==> config.mk <==
export PLATFORM = sky130hd
export DESIGN_NAME = bus_match_unit
export DESIGN_NICKNAME = d
export VERILOG_FILES = /design/src/rtl/dbgcmp_pkg.sv /design/src/rtl/cmp_slice.sv /design/src/rtl/tag_queue.sv /design/src/rtl/bus_match_unit.sv
export SDC_FILE = /design/constraint.sdc
export NUM_CORES = 1
export LEC_CHECK = 0
export BUFFER_PORTS_ARGS = -buffer_cell sky130_fd_sc_hd__buf_2
export CELL_PAD_IN_SITES_DETAIL_PLACEMENT = 2
export CELL_PAD_IN_SITES_GLOBAL_PLACEMENT = 2
export CORE_ASPECT_RATIO = 1.75
export CORE_MARGIN = 4
export CORE_UTILIZATION = 23
export DETAILED_ROUTE_END_ITERATION = 8
export PLACE_DENSITY_LB_ADDON = 0.1
export SKIP_LAST_GASP = 1
export SYNTH_ARGS = -nofsm -noshare
export SYNTH_HDL_FRONTEND = slang
export SYNTH_SLANG_ARGS = --single-unit
export TNS_END_PERCENT = 30
==> constraint.sdc <==
create_clock -name clk -period 4.1 [get_ports clk]
set_input_delay 0.82 -clock clk [delete_from_list [all_inputs] [get_ports clk]]
set_output_delay 0.82 -clock clk [all_outputs]
set_load 0.1 [all_outputs]
==> src/rtl/dbgcmp_pkg.sv <==
package dbgcmp_pkg;

    localparam int NUM_CMP = 3;

    typedef enum int {
        CMP_A = 0,
        CMP_B = 1,
        CMP_C = 2
    } cmp_id_e;

    typedef struct packed {
        logic valid;
        logic rnw;
        logic is_byte;
        logic fetch;
    } bus_attr_t;

    typedef struct packed {
        logic en;
        logic tag;
        logic rwe;
        logic rw;
        logic sze;
        logic sz;
    } cmp_ctl_t;

    function automatic logic dir_ok(input cmp_ctl_t c, input bus_attr_t b);
        return !c.rwe || (c.rw == b.rnw);
    endfunction

    function automatic logic size_ok(input cmp_ctl_t c, input bus_attr_t b);
        return !c.sze || (c.sz == b.is_byte);
    endfunction

endpackage

==> src/rtl/cmp_slice.sv <==
module cmp_slice
    import dbgcmp_pkg::*;
#(
    parameter int ADDR_W   = 16,
    parameter int DATA_W   = 16,
    parameter bit HAS_SIZE = 1'b1,
    parameter bit HAS_DATA = 1'b0
) (
    input  bus_attr_t           attr,
    input  logic [ADDR_W-1:0]   bus_addr,
    input  logic [DATA_W-1:0]   bus_data,
    input  cmp_ctl_t            ctl,
    input  logic [ADDR_W-1:0]   ref_addr,
    input  logic [DATA_W-1:0]   ref_data,
    input  logic [DATA_W-1:0]   ref_mask,
    output logic                addr_eq,
    output logic                qual_ok
);
    logic data_ok;
    logic sz_ok;

    assign addr_eq = (bus_addr == ref_addr);

    generate
        if (HAS_DATA) begin : g_data
            assign data_ok = (((bus_data ^ ref_data) & ref_mask) == '0);
        end else begin : g_nodata
            logic unused_data;
            assign unused_data = ^{bus_data, ref_data, ref_mask};
            assign data_ok = 1'b1;
        end

        if (HAS_SIZE) begin : g_size
            assign sz_ok = size_ok(ctl, attr);
        end else begin : g_nosize
            assign sz_ok = 1'b1;
        end
    endgenerate

    assign qual_ok = dir_ok(ctl, attr) && sz_ok && data_ok;
endmodule

==> src/rtl/tag_queue.sv <==
module tag_queue #(
    parameter int ADDR_W    = 16,
    parameter int TAG_DEPTH = 4
) (
    input  logic              clk,
    input  logic              rst,
    input  logic              active,
    input  logic              block,
    input  logic              flush,
    input  logic              fetch_hit,
    input  logic              exec_valid,
    input  logic [ADDR_W-1:0] exec_addr,
    input  logic [ADDR_W-1:0] ref_addr,
    output logic              hit
);
    localparam int CW = $clog2(TAG_DEPTH + 1);
    localparam logic [CW-1:0] FULL = CW'(TAG_DEPTH);

    logic [CW-1:0] pending;
    logic          push;

    assign hit  = active && !block && exec_valid && (exec_addr == ref_addr) && (pending != '0);
    assign push = active && !block && fetch_hit && (pending != FULL);

    always_ff @(posedge clk) begin
        if (rst || flush || !active) begin
            pending <= '0;
        end else if (push && !hit) begin
            pending <= pending + 1'b1;
        end else if (hit && !push) begin
            pending <= pending - 1'b1;
        end
    end
endmodule

==> src/rtl/bus_match_unit.sv <==
module bus_match_unit
    import dbgcmp_pkg::*;
#(
    parameter int ADDR_W    = 16,
    parameter int DATA_W    = 16,
    parameter int TAG_DEPTH = 4
) (
    input  logic              clk,
    input  logic              rst,
    input  logic              dbg_mode,
    input  logic              bus_valid,
    input  logic [ADDR_W-1:0] bus_addr,
    input  logic [DATA_W-1:0] bus_data,
    input  logic              bus_rnw,
    input  logic              bus_byte,
    input  logic              bus_fetch,
    input  logic              exec_valid,
    input  logic [ADDR_W-1:0] exec_addr,
    input  logic              flush,
    input  logic [2:0]        cfg_en,
    input  logic [2:0]        cfg_tag,
    input  logic [2:0]        cfg_rwe,
    input  logic [2:0]        cfg_rw,
    input  logic [1:0]        cfg_sze,
    input  logic [1:0]        cfg_sz,
    input  logic [ADDR_W-1:0] cfg_addr_a,
    input  logic [ADDR_W-1:0] cfg_addr_b,
    input  logic [ADDR_W-1:0] cfg_addr_c,
    input  logic [DATA_W-1:0] cfg_data_a,
    input  logic [DATA_W-1:0] cfg_mask_a,
    input  logic              range_en,
    input  logic              range_outside,
    output logic [2:0]        match_o
);
    bus_attr_t         attr;
    cmp_ctl_t          ctl      [NUM_CMP];
    logic [ADDR_W-1:0] ref_addr [NUM_CMP];
    logic [NUM_CMP-1:0] addr_eq, qual_ok, tag_hit, forced_hit, raw_hit;
    logic [NUM_CMP-1:0] match_nxt;
    logic               in_range, range_hit, live;

    assign attr = '{valid: bus_valid, rnw: bus_rnw, is_byte: bus_byte, fetch: bus_fetch};
    assign live = bus_valid && !dbg_mode;

    assign ref_addr[CMP_A] = cfg_addr_a;
    assign ref_addr[CMP_B] = cfg_addr_b;
    assign ref_addr[CMP_C] = cfg_addr_c;

    genvar i;
    generate
        for (i = 0; i < NUM_CMP; i++) begin : g_cmp
            localparam bit SZ_Q = (i != CMP_C);
            localparam bit DT_Q = (i == CMP_A);

            if (SZ_Q) begin : g_szctl
                assign ctl[i] = '{en: cfg_en[i], tag: cfg_tag[i], rwe: cfg_rwe[i],
                                  rw: cfg_rw[i], sze: cfg_sze[i], sz: cfg_sz[i]};
            end else begin : g_noszctl
                assign ctl[i] = '{en: cfg_en[i], tag: cfg_tag[i], rwe: cfg_rwe[i],
                                  rw: cfg_rw[i], sze: 1'b0, sz: 1'b0};
            end

            cmp_slice #(
                .ADDR_W  (ADDR_W),
                .DATA_W  (DATA_W),
                .HAS_SIZE(SZ_Q),
                .HAS_DATA(DT_Q)
            ) u_slice (
                .attr    (attr),
                .bus_addr(bus_addr),
                .bus_data(bus_data),
                .ctl     (ctl[i]),
                .ref_addr(ref_addr[i]),
                .ref_data(cfg_data_a),
                .ref_mask(cfg_mask_a),
                .addr_eq (addr_eq[i]),
                .qual_ok (qual_ok[i])
            );

            tag_queue #(
                .ADDR_W   (ADDR_W),
                .TAG_DEPTH(TAG_DEPTH)
            ) u_tagq (
                .clk       (clk),
                .rst       (rst),
                .active    (ctl[i].en && ctl[i].tag && !(range_en && i != CMP_C)),
                .block     (dbg_mode),
                .flush     (flush),
                .fetch_hit (bus_valid && bus_fetch && addr_eq[i]),
                .exec_valid(exec_valid),
                .exec_addr (exec_addr),
                .ref_addr  (ref_addr[i]),
                .hit       (tag_hit[i])
            );

            assign forced_hit[i] = live && ctl[i].en && !ctl[i].tag && addr_eq[i] && qual_ok[i];
            assign raw_hit[i]    = forced_hit[i] || tag_hit[i];
        end
    endgenerate

    assign in_range  = (bus_addr >= cfg_addr_a) && (bus_addr <= cfg_addr_b);
    assign range_hit = live && cfg_en[CMP_A] && qual_ok[CMP_A] && (in_range ^ range_outside);

    always_comb begin
        match_nxt = raw_hit;
        if (range_en) begin
            match_nxt[CMP_A] = range_hit;
            match_nxt[CMP_B] = 1'b0;
        end
    end

    always_ff @(posedge clk) begin
        if (rst) begin
            match_o <= '0;
        end else begin
            match_o <= match_nxt;
        end
    end
endmodule

==> impl_results.rst <==
.. list-table::
   :header-rows: 1

   * - Metric
     - Value
   * - Seq pwr share
     - 19.6%
   * - H-tree depth
     - 1
   * - Total area of sequential cells
     - 240 sq um
   * - Largest voltage drop on the vdd net
     - 0.000139 V
   * - Total count of hold-check failures in the final report
     - 0
   * - Site Rows
     - 50
   * - Ys Warns
     - 0
   * - Pre-CTS worst setup slack
     - 0.314 ns
   * - TritonCTS clock tree
     - yes
   * - Length of the first detailed-routing pass in iterations
     - 4
   * - Reg2reg start
     - g_cmp[0].u_tagq.pending[0]$_SDFFE_PP0P_
   * - Layout fillers
     - 1326
   * - Share of the synthesized area in the top cell type
     - 24.4%
   * - Result of the run
     - finished clean
   * - Synth async-reset ratio
     - 0%
   * - Overall Power
     - 0.598 mW
   * - Min setup slack post-route
     - 0.557 ns
   * - Area growth, synth to finish
     - 40.5%
   * - Share of cells above drive strength 1
     - 35.0%
   * - Gr usage total
     - 18.3%
   * - Pin count of the biggest net entering global routing
     - 10
   * - Drt wl/cell
     - 19.8 um
   * - Worst reg2reg path depth
     - 9
   * - Leading area contributor after synthesis
     - xor2_1
   * - Hold Slack
     - 0.512 ns
   * - Total vias in the final route
     - 2944
   * - Post-synthesis cell count
     - 312
   * - Antenna violations before repair
     - 0
   * - Proportion of synthesized chip area in sequential cells
     - 9.55%
   * - Clock latency on the worst-skew pair
     - 0.24 ns
   * - Endpoints failing setup
     - 0
   * - Class of the most critical hold timing path
     - flop to flop
   * - Utilization of the core after routing
     - 33.1%
   * - Number of global-route vias before repair
     - 3416
   * - Period minus WS final
     - 3.54 ns
   * - Starting Density
     - 23.5%
   * - Final antenna-violating net count
     - 0
   * - Max Cap Violations
     - 0
   * - Int Power
     - 0.382 mW
   * - Power per standard cell area
     - 169 mW/mm^2
   * - Number of cells after detailed placement
     - 598
   * - Final std cell area, no fill
     - 0.00354 sq mm
   * - Die Area
     - 0.0127 sq mm
   * - Launching element type of the critical path
     - input port
   * - Antenna diodes
     - 0
   * - Largest fanout on the critical path
     - 3
   * - Relative contribution of the clock network to total power
     - 30.4%
   * - Count of flip-flops with a built-in enable after synthesis
     - 0
   * - Cell at the root of the clock tree
     - clkbuf_16
   * - Unrepaired setup endpoints after global routing
     - false
   * - Distinct cell type count of the synthesized netlist
     - 45
   * - Dpl cell area
     - 0.00346 sq mm
   * - Via density per instance
     - 4.90
   * - TritonCTS Sinks
     - 12
   * - Final weighted congestion of routability-driven global placement
     - 0.894
   * - Avg Inst Size Synth
     - 8.06 sq um
   * - Count of routing violations after the opening detailed-route iteration
     - 52
   * - Top post-synthesis cells by count
     - xor2_1, ha_1, inv_1
   * - Num CTS Buffers
     - 3
   * - Buffers from clock root to sink, at most
     - 2
   * - Synthesized flop and latch total
     - 12
   * - Buffers inserted by post-CTS timing repair
     - 0
   * - Leakage
     - 1.79 nW
   * - Net switching fraction of the power
     - 36.2%
   * - Required time of the worst setup path
     - 4.28 ns
   * - Switching Power
     - 0.216 mW
   * - Reg2Reg Capture Point
     - g_cmp[0].u_tagq.pending[2]$_SDFFE_PP0P_
   * - Routed WL
     - 11900 um
   * - IO Count
     - 158
   * - Startpoint of the most critical hold path
     - g_cmp[1].u_tagq.pending[2]$_SDFFE_PP0P_
   * - Prevailing post-synth register cell
     - dfxtp_1
   * - Final slew viol count
     - 0
   * - CP Class
     - input port to flop
   * - Number of design rule violations left after detail routing
     - 0
   * - Final period util
     - 86.4%
   * - Area of the core region
     - 0.0107 sq mm
   * - Slew of the pin with the lowest slew margin
     - 0.632 ns
   * - Worst-case register-to-register setup slack
     - 1.72 ns
   * - Arrival time reported for the critical path endpoint
     - 3.72 ns
   * - Half-perimeter wire length after detailed placement
     - 11200 um
   * - Number of instances resized during post-cts repair
     - 0
   * - I/O Buffers
     - 157
   * - Comb pwr share
     - 50.0%
   * - TNS Setup
     - 0 ns
   * - Number of nets in the layout
     - 666
   * - Aggregate global routing overflow
     - 0
   * - Post-CTS Hold Buffers
     - 0
   * - Multi-input gate area in the final layout
     - 0.00214 sq mm
   * - Floorplan die width
     - 87.1 um
   * - Clock skew after layout
     - 0.00232 ns
   * - Number of nets produced by synthesis
     - 505
   * - Worst Hold End
     - g_cmp[1].u_tagq.pending[2]$_SDFFE_PP0P_
   * - First-pass GRT wire length
     - 17400 um
   * - Clock slew at the register clock pins of the worst setup and hold paths
     - 0.04 ns
   * - Relative max-transition margin
     - 57.5%
   * - Vertical extent of the die
     - 146 um
   * - Main area contributors after synthesis
     - xor2_1, ha_1, dfxtp_1, xnor2_1, inv_1
   * - Post-route non-filler standard cell count
     - 601
   * - Timing-limited maximum frequency
     - 282 MHz
   * - Crit path capture type
     - flop
   * - Cell Area, Synth
     - 0.00252 sq mm
   * - Library cell with the highest instance count after synthesis
     - xor2_1
   * - Hold depth
     - 2
==> state kept, by name (all words and copies together), names as in the netlist <==
name                  cells
g_cmp.u_tagq.pending      9
match_o                   3
==> layer usage <==
layer / part of all wire [%] / vias up / track usage [%]
met4: 5.9 / 0 / 9.98
met3: 7.2 / 22 / 2.65
met2: 57 / 128 / 37.1
met1: 29 / 1368 / 15.9
met5: 0 / - / 0
li1: - / 1426 / -
==> cell families (layout without fill, tap and decap cells) <==
family,Yosys count,after routing,share of synthesized area [%]
adder cells (fa/ha/maj),38,38,19.8
XOR/XNOR,93,93,32.4
buffers and inverters,35,194,5.22
flip-flops,12,12,9.55
multiplexers,3,3,1.19
AO/OA/AOI/OAI,44,44,12.1
AND/OR/NAND/NOR,87,87,19.8
==> worst max-delay path, stage by stage <==
cell and delay (ns):
buf_2 0.10, inv_1 0.04, ha_1 0.31, nand4_1 0.18, nor4_2 0.34, and4_1 0.31
nor4b_1 0.30, ha_1 0.25, inv_1 0.06, fa_1 0.38, xor2_1 0.18, or3_1 0.31
a21oi_1 0.14
==> worst max path at each step <==
stage                   startpoint                                      end  slack, ns  depth (start not counted)
floorplan           cfg_addr_b[13]  g_cmp[1].u_tagq.pending[2]$_SDFFE_PP0P_       0.78                         12
global placement    cfg_addr_b[10]  g_cmp[1].u_tagq.pending[2]$_SDFFE_PP0P_       0.47                         13
detailed placement  cfg_addr_b[14]  g_cmp[1].u_tagq.pending[2]$_SDFFE_PP0P_       0.31                         13
CTS                 cfg_addr_b[14]  g_cmp[1].u_tagq.pending[2]$_SDFFE_PP0P_       0.58                         13
global route        cfg_addr_b[14]  g_cmp[1].u_tagq.pending[2]$_SDFFE_PP0P_       0.35                         13
finish              cfg_addr_b[10]  g_cmp[1].u_tagq.pending[2]$_SDFFE_PP0P_       0.56                         13
==> area by class of cell <==
type | count | area share (%)
clock buffer | 3 | 2.12
inverter | 34 | 3.61
multi-input combinational | 265 | 60.7
sequential | 12 | 6.79
tap | 130 | 4.60
timing repair buffer | 157 | 22.2
==> power groups by stage <==
stage                     Combinational [mW]  Clock, mW  Sequential (mW)
after floorplan                        0.135          0            0.119
after global placement                 0.299          0            0.119
after detailed placement               0.305          0            0.119
after CTS                              0.307      0.189            0.117
after global routing                   0.331      0.192            0.117
final                                  0.299      0.182            0.117
==> layout by cell type (no fill, tap or decap), types with 3 or more instances in the layout <==
cell type / netlist / layout
ha_1: 35 / 35
clkbuf_16: 0 / 3
inv_1: 34 / 34
a21oi_1: 14 / 14
or3_1: 3 / 3
a22oi_1: 5 / 5
dfxtp_1: 12 / 12
fa_1: 3 / 3
o21ai_0: 6 / 6
nand3b_1: 4 / 4
xor2_1: 70 / 70
xnor2_1: 23 / 23
nand4_1: 14 / 14
nor4_1: 17 / 17
nand2_1: 12 / 12
nor2_1: 12 / 12
buf_2: 0 / 157
nor3_1: 5 / 5
nor2b_1: 5 / 5
nand3_1: 6 / 6
mux2i_1: 3 / 3
Power figures use the tool's default switching activity.
